`config.mk`:
```
export PLATFORM = sky130hd
export DESIGN_NAME = sign_grad_step_tracker
export DESIGN_NICKNAME = d
export VERILOG_FILES = /design/src/rtl/step_trk_pkg.sv /design/src/rtl/step_trk_ctrl.sv /design/src/rtl/step_trk_dp.sv /design/src/rtl/sign_grad_step_tracker.sv
export SDC_FILE = /design/constraint.sdc
export NUM_CORES = 1
export LEC_CHECK = 0
export BUFFER_PORTS_ARGS = -buffer_cell sky130_fd_sc_hd__clkbuf_2
export CORE_MARGIN = 8
export CORE_UTILIZATION = 40
export CTS_CLUSTER_DIAMETER = 40
export CTS_CLUSTER_SIZE = 12
export DETAILED_ROUTE_END_ITERATION = 10
export GPL_ROUTABILITY_DRIVEN = 0
export PLACE_DENSITY = 0.63
export SLEW_MARGIN = 40
export SYNTH_ARGS = -nofsm -noshare
export SYNTH_HDL_FRONTEND = slang
export SYNTH_HIERARCHICAL = 1
export SYNTH_SLANG_ARGS = --single-unit
```
`constraint.sdc`:
```
create_clock -name clk -period 3 [get_ports clk]
set_input_delay 0.15 -clock clk [delete_from_list [all_inputs] [get_ports clk]]
set_output_delay 0.15 -clock clk [all_outputs]
set_load 0.005 [all_outputs]
```
`src/rtl/step_trk_pkg.sv`:
```
package step_trk_pkg;

  // Strobes sent from the control to the datapath
  typedef struct packed {
    logic loadRef;   // capture powerIn as the new reference
    logic incStep;   // raise the step-error value by one increment
    logic decStep;   // lower the step-error value by one increment
  } trk_ctrl_t;

endpackage

```
`src/rtl/step_trk_ctrl.sv`:
```
module step_trk_ctrl
  import step_trk_pkg::*;
(
  input  logic      clk,
  input  logic      rstN,
  input  logic      powerValid,
  input  logic      hold,
  input  logic      cmpGt,
  input  logic      cmpLt,
  output trk_ctrl_t ctrl
);

  logic armed;

  always_ff @(posedge clk) begin
    if (!rstN)           armed <= 1'b0;
    else if (powerValid) armed <= 1'b1;
  end

  always_comb begin
    ctrl.loadRef = powerValid;
    ctrl.incStep = powerValid && armed && !hold && cmpGt;
    ctrl.decStep = powerValid && armed && !hold && cmpLt;
  end


  unarmed_no_move_chk: assert property (@(posedge clk) disable iff (!rstN)
    !armed |-> !(ctrl.incStep || ctrl.decStep));


  hold_no_move_chk: assert property (@(posedge clk) disable iff (!rstN)
    hold |-> !(ctrl.incStep || ctrl.decStep));


  idle_no_move_chk: assert property (@(posedge clk) disable iff (!rstN)
    !powerValid |-> !(ctrl.incStep || ctrl.decStep));


  single_dir_chk: assert property (@(posedge clk) disable iff (!rstN)
    $onehot0({ctrl.incStep, ctrl.decStep}));

endmodule

```
`src/rtl/step_trk_dp.sv`:
```
module step_trk_dp
  import step_trk_pkg::*;
#(
  parameter int POWER_W  = 16,
  parameter int STEP_W   = 12,
  parameter int STEP_INC = 1
) (
  input  logic                     clk,
  input  logic                     rstN,
  input  logic [POWER_W-1:0]       powerIn,
  input  trk_ctrl_t                ctrl,
  output logic                     cmpGt,
  output logic                     cmpLt,
  output logic signed [STEP_W-1:0] stepVal
);

  localparam int EXT_W = STEP_W + 1;
  localparam logic signed [EXT_W-1:0] INC_EXT = EXT_W'(STEP_INC);
  localparam logic signed [EXT_W-1:0] MAX_EXT = EXT_W'((1 << (STEP_W - 1)) - 1);
  localparam logic signed [EXT_W-1:0] MIN_EXT = -EXT_W'(1 << (STEP_W - 1));

  logic [POWER_W-1:0]       refPower;
  logic signed [EXT_W-1:0]  stepExt;
  logic signed [EXT_W-1:0]  upSum;
  logic signed [EXT_W-1:0]  downSum;
  logic signed [STEP_W-1:0] stepNext;

  // Sign of the power difference
  assign cmpGt = powerIn > refPower;
  assign cmpLt = powerIn < refPower;

  always_ff @(posedge clk) begin
    if (!rstN)             refPower <= '0;
    else if (ctrl.loadRef) refPower <= powerIn;
  end

  assign stepExt = {stepVal[STEP_W-1], stepVal};
  assign upSum   = stepExt + INC_EXT;
  assign downSum = stepExt - INC_EXT;

  always_comb begin
    stepNext = stepVal;
    if (ctrl.incStep)
      stepNext = (upSum > MAX_EXT) ? STEP_W'(MAX_EXT) : upSum[STEP_W-1:0];
    else if (ctrl.decStep)
      stepNext = (downSum < MIN_EXT) ? STEP_W'(MIN_EXT) : downSum[STEP_W-1:0];
  end

  always_ff @(posedge clk) begin
    if (!rstN) stepVal <= '0;
    else       stepVal <= stepNext;
  end


  quiet_stable_chk: assert property (@(posedge clk) disable iff (!rstN)
    !(ctrl.incStep || ctrl.decStep) |=> $stable(stepVal));


  rise_amount_chk: assert property (@(posedge clk) disable iff (!rstN)
    (ctrl.incStep && (stepExt <= MAX_EXT - INC_EXT))
      |=> (stepVal == $past(stepVal) + STEP_W'(STEP_INC)));


  fall_amount_chk: assert property (@(posedge clk) disable iff (!rstN)
    (ctrl.decStep && (stepExt >= MIN_EXT + INC_EXT))
      |=> (stepVal == $past(stepVal) - STEP_W'(STEP_INC)));


  top_rail_chk: assert property (@(posedge clk) disable iff (!rstN)
    (ctrl.incStep && (stepExt > MAX_EXT - INC_EXT))
      |=> (stepVal == STEP_W'(MAX_EXT)));


  bottom_rail_chk: assert property (@(posedge clk) disable iff (!rstN)
    (ctrl.decStep && (stepExt < MIN_EXT + INC_EXT))
      |=> (stepVal == STEP_W'(MIN_EXT)));

endmodule

```
`src/rtl/sign_grad_step_tracker.sv`:
```
module sign_grad_step_tracker
  import step_trk_pkg::*;
#(
  parameter int POWER_W  = 16,
  parameter int STEP_W   = 12,
  parameter int STEP_INC = 1
) (
  input  logic                     clk,
  input  logic                     rstN,
  input  logic [POWER_W-1:0]       powerIn,
  input  logic                     powerValid,
  input  logic                     hold,
  output logic signed [STEP_W-1:0] stepOut
);

  trk_ctrl_t ctrl;
  logic      cmpGt;
  logic      cmpLt;

  step_trk_ctrl ctrl_i (
    .clk        (clk),
    .rstN       (rstN),
    .powerValid (powerValid),
    .hold       (hold),
    .cmpGt      (cmpGt),
    .cmpLt      (cmpLt),
    .ctrl       (ctrl)
  );

  step_trk_dp #(
    .POWER_W  (POWER_W),
    .STEP_W   (STEP_W),
    .STEP_INC (STEP_INC)
  ) dp_i (
    .clk     (clk),
    .rstN    (rstN),
    .powerIn (powerIn),
    .ctrl    (ctrl),
    .cmpGt   (cmpGt),
    .cmpLt   (cmpLt),
    .stepVal (stepOut)
  );


  reset_zero_chk: assert property (@(posedge clk)
    !rstN |=> (stepOut == '0));

endmodule

```
==> impl_metrics.json, run 1 <==
{
  "finalPower_mw": 1.091,
  "die_h_um": 91.25,
  "io_buffers": 31,
  "holdBufCountCts": 0,
  "synth_area_per_cell_um2": 8.235,
  "drc": 0,
  "grt_pass1_wl_um": 9825,
  "dpl.hpwl_um": 4318,
  "clkTransAtPathRegs_ns": 0.07,
  "core_um2": 5473,
  "p_sw_share_pct": 28.00,
  "root_buffer": "clkbuf_8",
  "p_leak_nw": 1.140,
  "skew_ns": 0.008888,
  "placed_area_um2": 2457,
  "route.met3.wl_um": 376,
  "syn-num-nets": 314,
  "worstPathMaxFanout": 9,
  "setup_violations": 0,
  "start_kind": "flop",
  "fin_nets": 346,
  "place_ws_ns": 0.2152,
  "final_hold_viol_count": 0,
  "synth-edff-count": 0,
  "hold_class": "in -> reg",
  "synthArstFlopShare_pct": 0,
  "wl_um": 5686,
  "cp.required_ns": 3.18,
  "drv_cap": 0,
  "ys_types": 59,
  "synthToLayoutAreaGrowth_pct": 14.14,
  "top_layer": "met4",
  "combPwrFrac_pct": 22.0,
  "vdd.ir_drop.worst_v": 0.0002290,
  "layout_common_cells": "31 x clkbuf_2, 30 x nor2_1, 29 x dfxtp_1",
  "final_cell_area_um2": 2585,
  "setup_ws_ns": 0.2228,
  "initial_core_util_pct": 41.38,
  "ant_nets": 0,
  "critPathKind": "reg -> reg",
  "fin_setup_tns_ns": 0,
  "report.final.slew_viol_count": 0,
  "wl_per_cell_um": 14.96,
  "rsz0062_at_grt": "false",
  "switchingPower_mw": 0.3056,
  "vias": 2134,
  "drt-met1-wl_um": 2501,
  "netlist_instances": 275,
  "nFillCells": 560,
  "grt_pass1_vias": 2146,
  "worst_pin_slew_ns": 0.7371,
  "fin_crit_ns": 2.777,
  "grt_overflow": 0,
  "cp_num_buf_inv": 2,
  "synth_seq_cells": 29,
  "via_per_inst": 5.616,
  "firstDrtPassIters": 4,
  "ios": 32,
  "mostFrequentLayoutCell": "clkbuf_2",
  "clockBufferDepth": 2,
  "post_cts_buffers": 0,
  "cp.arrival_ns": 2.95,
  "dieArea_um2": 8326,
  "clock_latency_ns": 0.28,
  "critPathMaxStageDelay_ns": 0.32,
  "cts_tree": "built",
  "drive_gt1_share_pct": 21.10,
  "slowest_stage": "dfxtp_1",
  "antenna_found_initial": 0,
  "cts.sinks": 29,
  "ys_seq_area_share_pct": 25.64,
  "critPathCaptureType": "flop",
  "cts_resized": 0,
  "crit_chain": "inv_1 > ha_1 > a21o_1 > a21o_1 > a21oi_1 > o21ai_0 > a31oi_1 > and4b_1 > buf_4 > and2b_2 > o21ai_0 > and3_2 > o31a_1",
  "maxSlewHeadroom_pct": 50.80,
  "power_density_nw_per_um2": 422.2,
  "wl_met2_um": 2668,
  "grtUsageTotal_pct": 14.14,
  "rows": 27,
  "pwr-share-clk_pct": 38.5,
  "grt_max_degree": 23,
  "fp.dieW_um": 91.25,
  "layout_worst_path_cycle_share_pct": 92.57,
  "fmax_ghz": 0.3601,
  "ys.flop_type": "dfxtp_1",
  "diodes": 0,
  "syn_area_um2": 2265,
  "yosysWarnings": 6,
  "seqPwrFrac_pct": 39.4,
  "rrSetupSlack_ns": 0.22,
  "numCtsBuffers": 5,
  "outcome": "finished, final reports clean",
  "path_delay_family": "compound AO/OA/AOI/OAI gates",
  "p_int_mw": 0.7858,
  "drtIter0Drc": 238,
  "htreeDepth": 2
}
-- metal layers --
metal / track usage, % / vias up
li1: - / 1055
met1: 17.12 / 991
met2: 23.10 / 74
met3: 3.621 / 14
met4: 6.139 / 0
met5: 0 / -
-- logic make-up (layout without fill, tap and decap cells) --
group	Yosys count	after routing	synth area share [%]
mux	18	18	7.956
flops	29	29	25.64
fa+ha+maj	19	19	10.50
buf+inv	42	75	10.44
xor+xnor	7	7	2.707
compound gates	69	69	20.50
simple gates	91	91	22.27
-- sequential cells by signal, indices dropped and copies added (netlist names) --
register       count
dp_i/refPower     16
dp_i/stepVal      12
ctrl_i/armed       1
-- power groups by stage --
stage | Clock (mW) | Combinational (mW) | Sequential (mW)
final | 0.421 | 0.240 | 0.430
after global routing | 0.452 | 0.273 | 0.434
after CTS | 0.435 | 0.239 | 0.430
after detailed placement | 0 | 0.237 | 0.438
after global placement | 0 | 0.237 | 0.438
after floorplan | 0 | 0.183 | 0.430
-- Yosys cell counts (3+ instances only) --
cell	n	area, um^2
buf_6	4	45.04
inv_1	23	86.33
o31ai_1	4	30.03
mux2i_1	18	180.2
xor2_1	6	52.55
ha_1	19	237.7
nor3_1	8	40.04
o21ai_0	13	65.06
a21o_1	6	45.04
nand4_1	6	37.54
buf_2	3	15.01
nor2_1	30	112.6
a31oi_1	3	18.77
a221oi_1	5	43.79
clkbuf_1	6	22.52
o21ai_1	3	15.01
nand3_1	9	45.04
nand2_1	10	37.54
dfxtp_1	29	580.6
a21oi_1	16	80.08
clkbuf_8	4	55.05
-- area by class of cell --
| type | count | area, um^2 | area share [%] |
|---|---|---|---|
| Clock buffer | 7 | 86.33 | 3.340 |
| Clock inverter | 1 | 30.03 | 1.162 |
| Inverter | 23 | 86.33 | 3.340 |
| Multi-Input combinational cell | 204 | 1459 | 56.44 |
| Sequential cell | 29 | 580.6 | 22.46 |
| Tap cell | 72 | 90.09 | 3.485 |
| Timing Repair Buffer | 44 | 252.7 | 9.777 |
-- tightest hold or removal path: cells and delay by family --
| kind | cells | cell delay [ns] |
|---|---|---|
| AND/OR/NAND/NOR | 1 | 0.07 |
| multiplexers | 1 | 0.06 |
| buffers and inverters | 1 | 0.09 |
-- stage by stage --
stage | hold WS (ns) | utilization [%] | std cells
6_report | 0.1218 | 47.23 | 380
2_1_floorplan | 0.2602 | - | 275
3_3_place_gp | 0.4050 | 44.90 | 372
4_1_cts | 0.1148 | 47.03 | 380
3_5_place_dp | 0.4151 | 44.90 | 372
5_1_grt | 0.1364 | 47.23 | 380
-- final timing paths --
kind,start,to,depth (start not counted)
max,dp_i/refPower[9],dp_i/stepVal[2],13
min,powerIn[10],dp_i/refPower[10],3
max reg2reg,dp_i/refPower[9],dp_i/stepVal[2],13
min reg2reg,dp_i/refPower[6],dp_i/refPower[6],2
(Power assumes the default switching activity.)
==> inputs of run 2 (changes only) <==
CORE_MARGIN = 4   (was 8)
RECOVER_POWER = 100   (was unset)
==> run 2 against run 1 <==
Count of clock-buffer cells in the layout rose by 1; clock power fell by 27%; cell count fell by 0.26%; non-clock buffer count fell by 1; combinational power fell by 3%; die area fell by 17%; largest cell class unchanged; largest power group unchanged.
==> impl_metrics.json, run 2 (synthesized netlist as in run 1, its figures left out) <==
{
  "power_density_nw_per_um2": 387.1,
  "root_buffer": "clkbuf_8",
  "skew_ns": 0.002038,
  "grt_overflow": 0,
  "setup_violations": 0,
  "fin_crit_ns": 2.811,
  "fin_util_pct": 45.63,
  "rsz0062_at_grt": "false",
  "cts_tree": "built",
  "diodes": 0,
  "report.final.slew_viol_count": 0,
  "grt_max_degree": 23,
  "layout_worst_path_cycle_share_pct": 93.70,
  "outcome": "finished, final reports clean",
  "via_per_inst": 5.544,
  "final_hold_viol_count": 0,
  "ios": 32,
  "critPathCaptureType": "flop",
  "holdBufCountCts": 0,
  "htreeDepth": 2,
  "worst_pin_slew_ns": 1.259,
  "dp.cells": 371,
  "p_leak_nw": 1.071,
  "drv_cap": 0,
  "numCtsBuffers": 5,
  "firstDrtPassIters": 4,
  "finalNonFillerCells": 379,
  "finalPower_mw": 0.9726,
  "hold_class": "in -> reg",
  "clockBufferDepth": 2,
  "start_kind": "flop",
  "worstPathMaxFanout": 9,
  "grt_pass1_vias": 1992,
  "fmax_ghz": 0.3557,
  "dpl.hpwl_um": 4174,
  "final_cell_area_um2": 2512,
  "wl_um": 5521,
  "placed_area_um2": 2450,
  "drtIter0Drc": 126,
  "post_cts_buffers": 0,
  "rows": 27,
  "top_regs": "dp_i/refPower (16), dp_i/stepVal (12), ctrl_i/armed (1)",
  "vias": 2101,
  "ant_nets": 0,
  "maxSlewHeadroom_pct": 16.04,
  "top_register": "dp_i/refPower",
  "largest_register_ffs": 16,
  "clkTransAtPathRegs_ns": 0.06,
  "fp.dieW_um": 83.25,
  "cts_resized": 0,
  "wl_per_cell_um": 14.57,
  "core_um2": 5507,
  "drive_gt1_share_pct": 16.61,
  "fin_setup_tns_ns": 0,
  "cts.sinks": 29,
  "layout_common_cells": "29 x dfxtp_1, 29 x nor2_1, 27 x clkbuf_2",
  "clock_latency_ns": 0.28,
  "synthToLayoutAreaGrowth_pct": 10.94,
  "vdd.ir_drop.worst_v": 0.0002336,
  "dieArea_um2": 6930,
  "drc": 0,
  "critPathKind": "reg -> reg",
  "antenna_found_initial": 0,
  "grt_pass1_wl_um": 9397,
  "die_h_um": 83.25,
  "cp.required_ns": 3.17,
  "io_buffers": 31,
  "initial_core_util_pct": 41.13,
  "cp.arrival_ns": 2.98,
  "fin_nets": 345,
  "grtUsageTotal_pct": 16.37
}
==> run 2: path summary, 6_finish.rpt <==
check | from | endpoint | slack, ns | cells after the start
worst min-delay path | powerIn[14] | dp_i/refPower[14] | 0.13 | 3
worst max-delay path | dp_i/refPower[9] | dp_i/stepVal[2] | 0.19 | 13
worst min register to register | ctrl_i/armed | ctrl_i/armed | 0.48 | 1
worst max register to register | dp_i/refPower[9] | dp_i/stepVal[2] | 0.19 | 13
==> run 2: area by class of cell <==
class	count	area, um^2
flip-flops and latches	29	580.6
inverters	23	86.33
multi-input cells	204	1465
clock buffers	8	80.08
repair buffers	43	210.2
fillers	574	2994
well taps	72	90.09
==> run 2: where the power goes <==
part | internal (mW) | leakage [nW] | switching, mW | total, mW
combinational | 0.103 | 0.794 | 0.129 | 0.232
clock | 0.164 | 0.0395 | 0.144 | 0.308
sequential | 0.407 | 0.238 | 0.0252 | 0.432
total | 0.675 | 1.07 | 0.298 | 0.973
==> run 2: per-layer routing <==
layer,track usage (%),part of all wire [%]
met1,20.65,46
met4,6.686,1.8
met5,0,0
met2,26.60,47
met3,3.968,4.7
==> run 2: worst max-delay path, stage by stage, from the launching register on <==
cell and delay, ns:
dfxtp_1 0.33, inv_1 0.05, ha_1 0.28, a21o_1 0.18
a21o_1 0.17, a21oi_1 0.14, o21ai_0 0.10, a31oi_1 0.18
and4b_1 0.27, buf_4 0.18, and2b_2 0.21, o21ai_0 0.10
and3_2 0.23, o31a_1 0.28
==> run 2: metrics by stage <==
| stage | hold slack (ns) | worst slack [ns] |
|---|---|---|
| floorplan | 0.2602 | 0.3277 |
| global placement | 0.4094 | 0.2346 |
| detailed placement | 0.4229 | 0.1908 |
| CTS | 0.1223 | 0.1721 |
| global route | 0.1187 | 0.02382 |
| finish | 0.1317 | 0.1889 |
==> inputs of run 3 (changes only) <==
SYNTH_HIERARCHICAL = unset   (was 1)
==> run 3 against run 2 <==
Largest cell class unchanged; setup slack better by 0.081 ns; critical path type unchanged; global-route usage is 1.1 points higher; die area is 3.7% higher; sequential share of layout area is 0.93 points lower; design area is 4.2% higher.
==> impl_metrics.json, run 3 <==
{
  "outcome": "finished, final reports clean",
  "vdd.ir_drop.worst_v": 0.0002531,
  "io_buffers": 31,
  "ys.flop_type": "dfxtp_1",
  "critPathKind": "reg -> reg",
  "clockBufferDepth": 2,
  "top_regs": "dp_i.refPower (16), dp_i.stepVal (12), ctrl_i.armed (1)",
  "numCtsBuffers": 5,
  "ant_nets": 0,
  "synthArstFlopShare_pct": 0,
  "core_um2": 5608,
  "grt_overflow": 0,
  "power_density_nw_per_um2": 425.9,
  "synthTopCellsByArea": "dfxtp_1 25%, ha_1 10%, mux2i_1 6.8%, nor2_1 5.9%, inv_1 3.3%",
  "netlist_instances": 294,
  "htreeDepth": 2,
  "fin_nets": 360,
  "syn-num-nets": 333,
  "critPathMaxStageDelay_ns": 0.56,
  "grt_pass1_wl_um": 10410,
  "wl_per_cell_um": 15.40,
  "die_h_um": 84.77,
  "fin_setup_tns_ns": 0,
  "synth-edff-count": 0,
  "wl_um": 6068,
  "maxSlewHeadroom_pct": 19.60,
  "initial_core_util_pct": 42.03,
  "rsz0062_at_grt": "false",
  "grtUsageTotal_pct": 17.52,
  "drtIter0Drc": 213,
  "fp.dieW_um": 84.77,
  "dpl.hpwl_um": 4524,
  "vias": 2300,
  "cts_tree": "built",
  "antenna_found_initial": 0,
  "via_per_inst": 5.838,
  "yosysMostFrequentCell": "nor2_1",
  "start_kind": "flop",
  "synthToLayoutAreaGrowth_pct": 11.04,
  "worstPathMaxFanout": 13,
  "top_register": "dp_i.refPower",
  "synth_area_per_cell_um2": 8.018,
  "report.final.slew_viol_count": 0,
  "cp.required_ns": 3.18,
  "clock_latency_ns": 0.28,
  "critPathCaptureType": "flop",
  "largest_register_ffs": 16,
  "synth_top_cell_area_share_pct": 24.63,
  "synth_seq_cells": 29,
  "fmax_ghz": 0.3663,
  "slowest_stage": "or3_1",
  "setup_violations": 0,
  "final_hold_viol_count": 0,
  "setup_ws_ns": 0.2701,
  "worst_pin_slew_ns": 1.206,
  "syn_area_um2": 2357,
  "root_buffer": "clkbuf_8",
  "clkTransAtPathRegs_ns": 0.06,
  "dieArea_um2": 7185,
  "ys_types": 61,
  "cts_resized": 0,
  "p_leak_nw": 1.073,
  "drc": 0,
  "place_ws_ns": 0.2933,
  "layout_worst_path_cycle_share_pct": 91.00,
  "layout_common_cells": "37 x nor2_1, 29 x dfxtp_1, 26 x clkbuf_2",
  "cp.arrival_ns": 2.91,
  "holdBufCountCts": 0,
  "rows": 27,
  "drive_gt1_share_pct": 17.39,
  "post_cts_buffers": 0,
  "drv_cap": 0,
  "yosysWarnings": 0,
  "synth_top_area_cell": "dfxtp_1",
  "grt_max_degree": 25,
  "skew_ns": 0.004417,
  "cts.sinks": 29,
  "diodes": 0,
  "grt_pass1_vias": 2154,
  "ios": 32,
  "synth_common_cells": "37 x nor2_1, 29 x dfxtp_1, 21 x inv_1",
  "firstDrtPassIters": 5,
  "hold_class": "in -> reg",
  "fin_crit_ns": 2.730,
  "ys_seq_area_share_pct": 24.63,
  "crit_chain": "inv_1 > ha_1 > a21oi_1 > o21a_1 > o2bb2ai_1 > or3_1 > o21ai_2 > o21ai_0 > a221oi_1",
  "finalPower_mw": 1.115,
  "hold_slack_ns": 0.1300,
  "mostFrequentLayoutCell": "nor2_1"
}
run 3: changes by cell type after synthesis, moves of 5 or more:
cell / before / now
nor2_1: 30 / 37
a21o_1: 6 / 1
nand2_1: 10 / 15
nor3b_1: 0 / 5
xor2_1: 6 / 1
run 3: cells by family (layout without fill, tap and decap cells):
logic type | Yosys count | count (layout) | share of synthesized area [%]
muxes | 16 | 16 | 6.794
AOI/OAI and AO/OA | 75 | 75 | 24.31
adders and majority gates | 19 | 19 | 10.09
xor gates and xnor gates | 5 | 5 | 1.858
and+or+nand+nor | 111 | 111 | 24.73
buffers and inverters | 39 | 67 | 7.590
DFF | 29 | 29 | 24.63
run 3: final timing paths:
path / start / endpoint / slack [ns] / cells after the start
worst min register to register: ctrl_i.armed / ctrl_i.armed / 0.47 / 2
worst max register to register: dp_i.refPower[11] / dp_i.stepVal[7] / 0.27 / 9
worst min-delay path: powerIn[0] / dp_i.refPower[0] / 0.13 / 3
worst max-delay path: dp_i.refPower[11] / dp_i.stepVal[7] / 0.27 / 9
run 3: layout make-up:
| cell class | count | area, um^2 |
|---|---|---|
| fillers | 600 | 2990 |
| multi-input cells | 226 | 1594 |
| flip-flops and latches | 29 | 580.6 |
| repair buffers | 38 | 193.9 |
| well taps | 72 | 90.09 |
| clock buffers | 8 | 80.08 |
| inverters | 21 | 78.83 |
run 3: stage by stage:
stage               util (%)  instances  area (um^2)
finish                 46.68        394         2618
global route           46.68        394         2618
CTS                    46.99        394         2635
detailed placement     45.56        386         2555
global placement       45.56        386         2555
floorplan                  -        294         2357
run 3: worst max-delay path: cells and delay by family, from the launching register on:
kind | cells | cell delay, ns
adders and majority gates | 1 | 0.30
DFF | 1 | 0.33
AOI/OAI and AO/OA | 6 | 1.39
buffers and inverters | 1 | 0.04
and+or+nand+nor | 1 | 0.56
run 3: routing by layer:
layer / share of wire [%] / track usage, %
met1: 47 / 23.46
met2: 44 / 26.48
met3: 6.4 / 4.024
met4: 2.9 / 8.201
met5: 0 / 0
run 3: power breakdown:
group	switching, mW	internal [mW]	total [mW]
logic	0.203	0.153	0.356
registers	0.0404	0.411	0.451
clock network	0.143	0.164	0.307
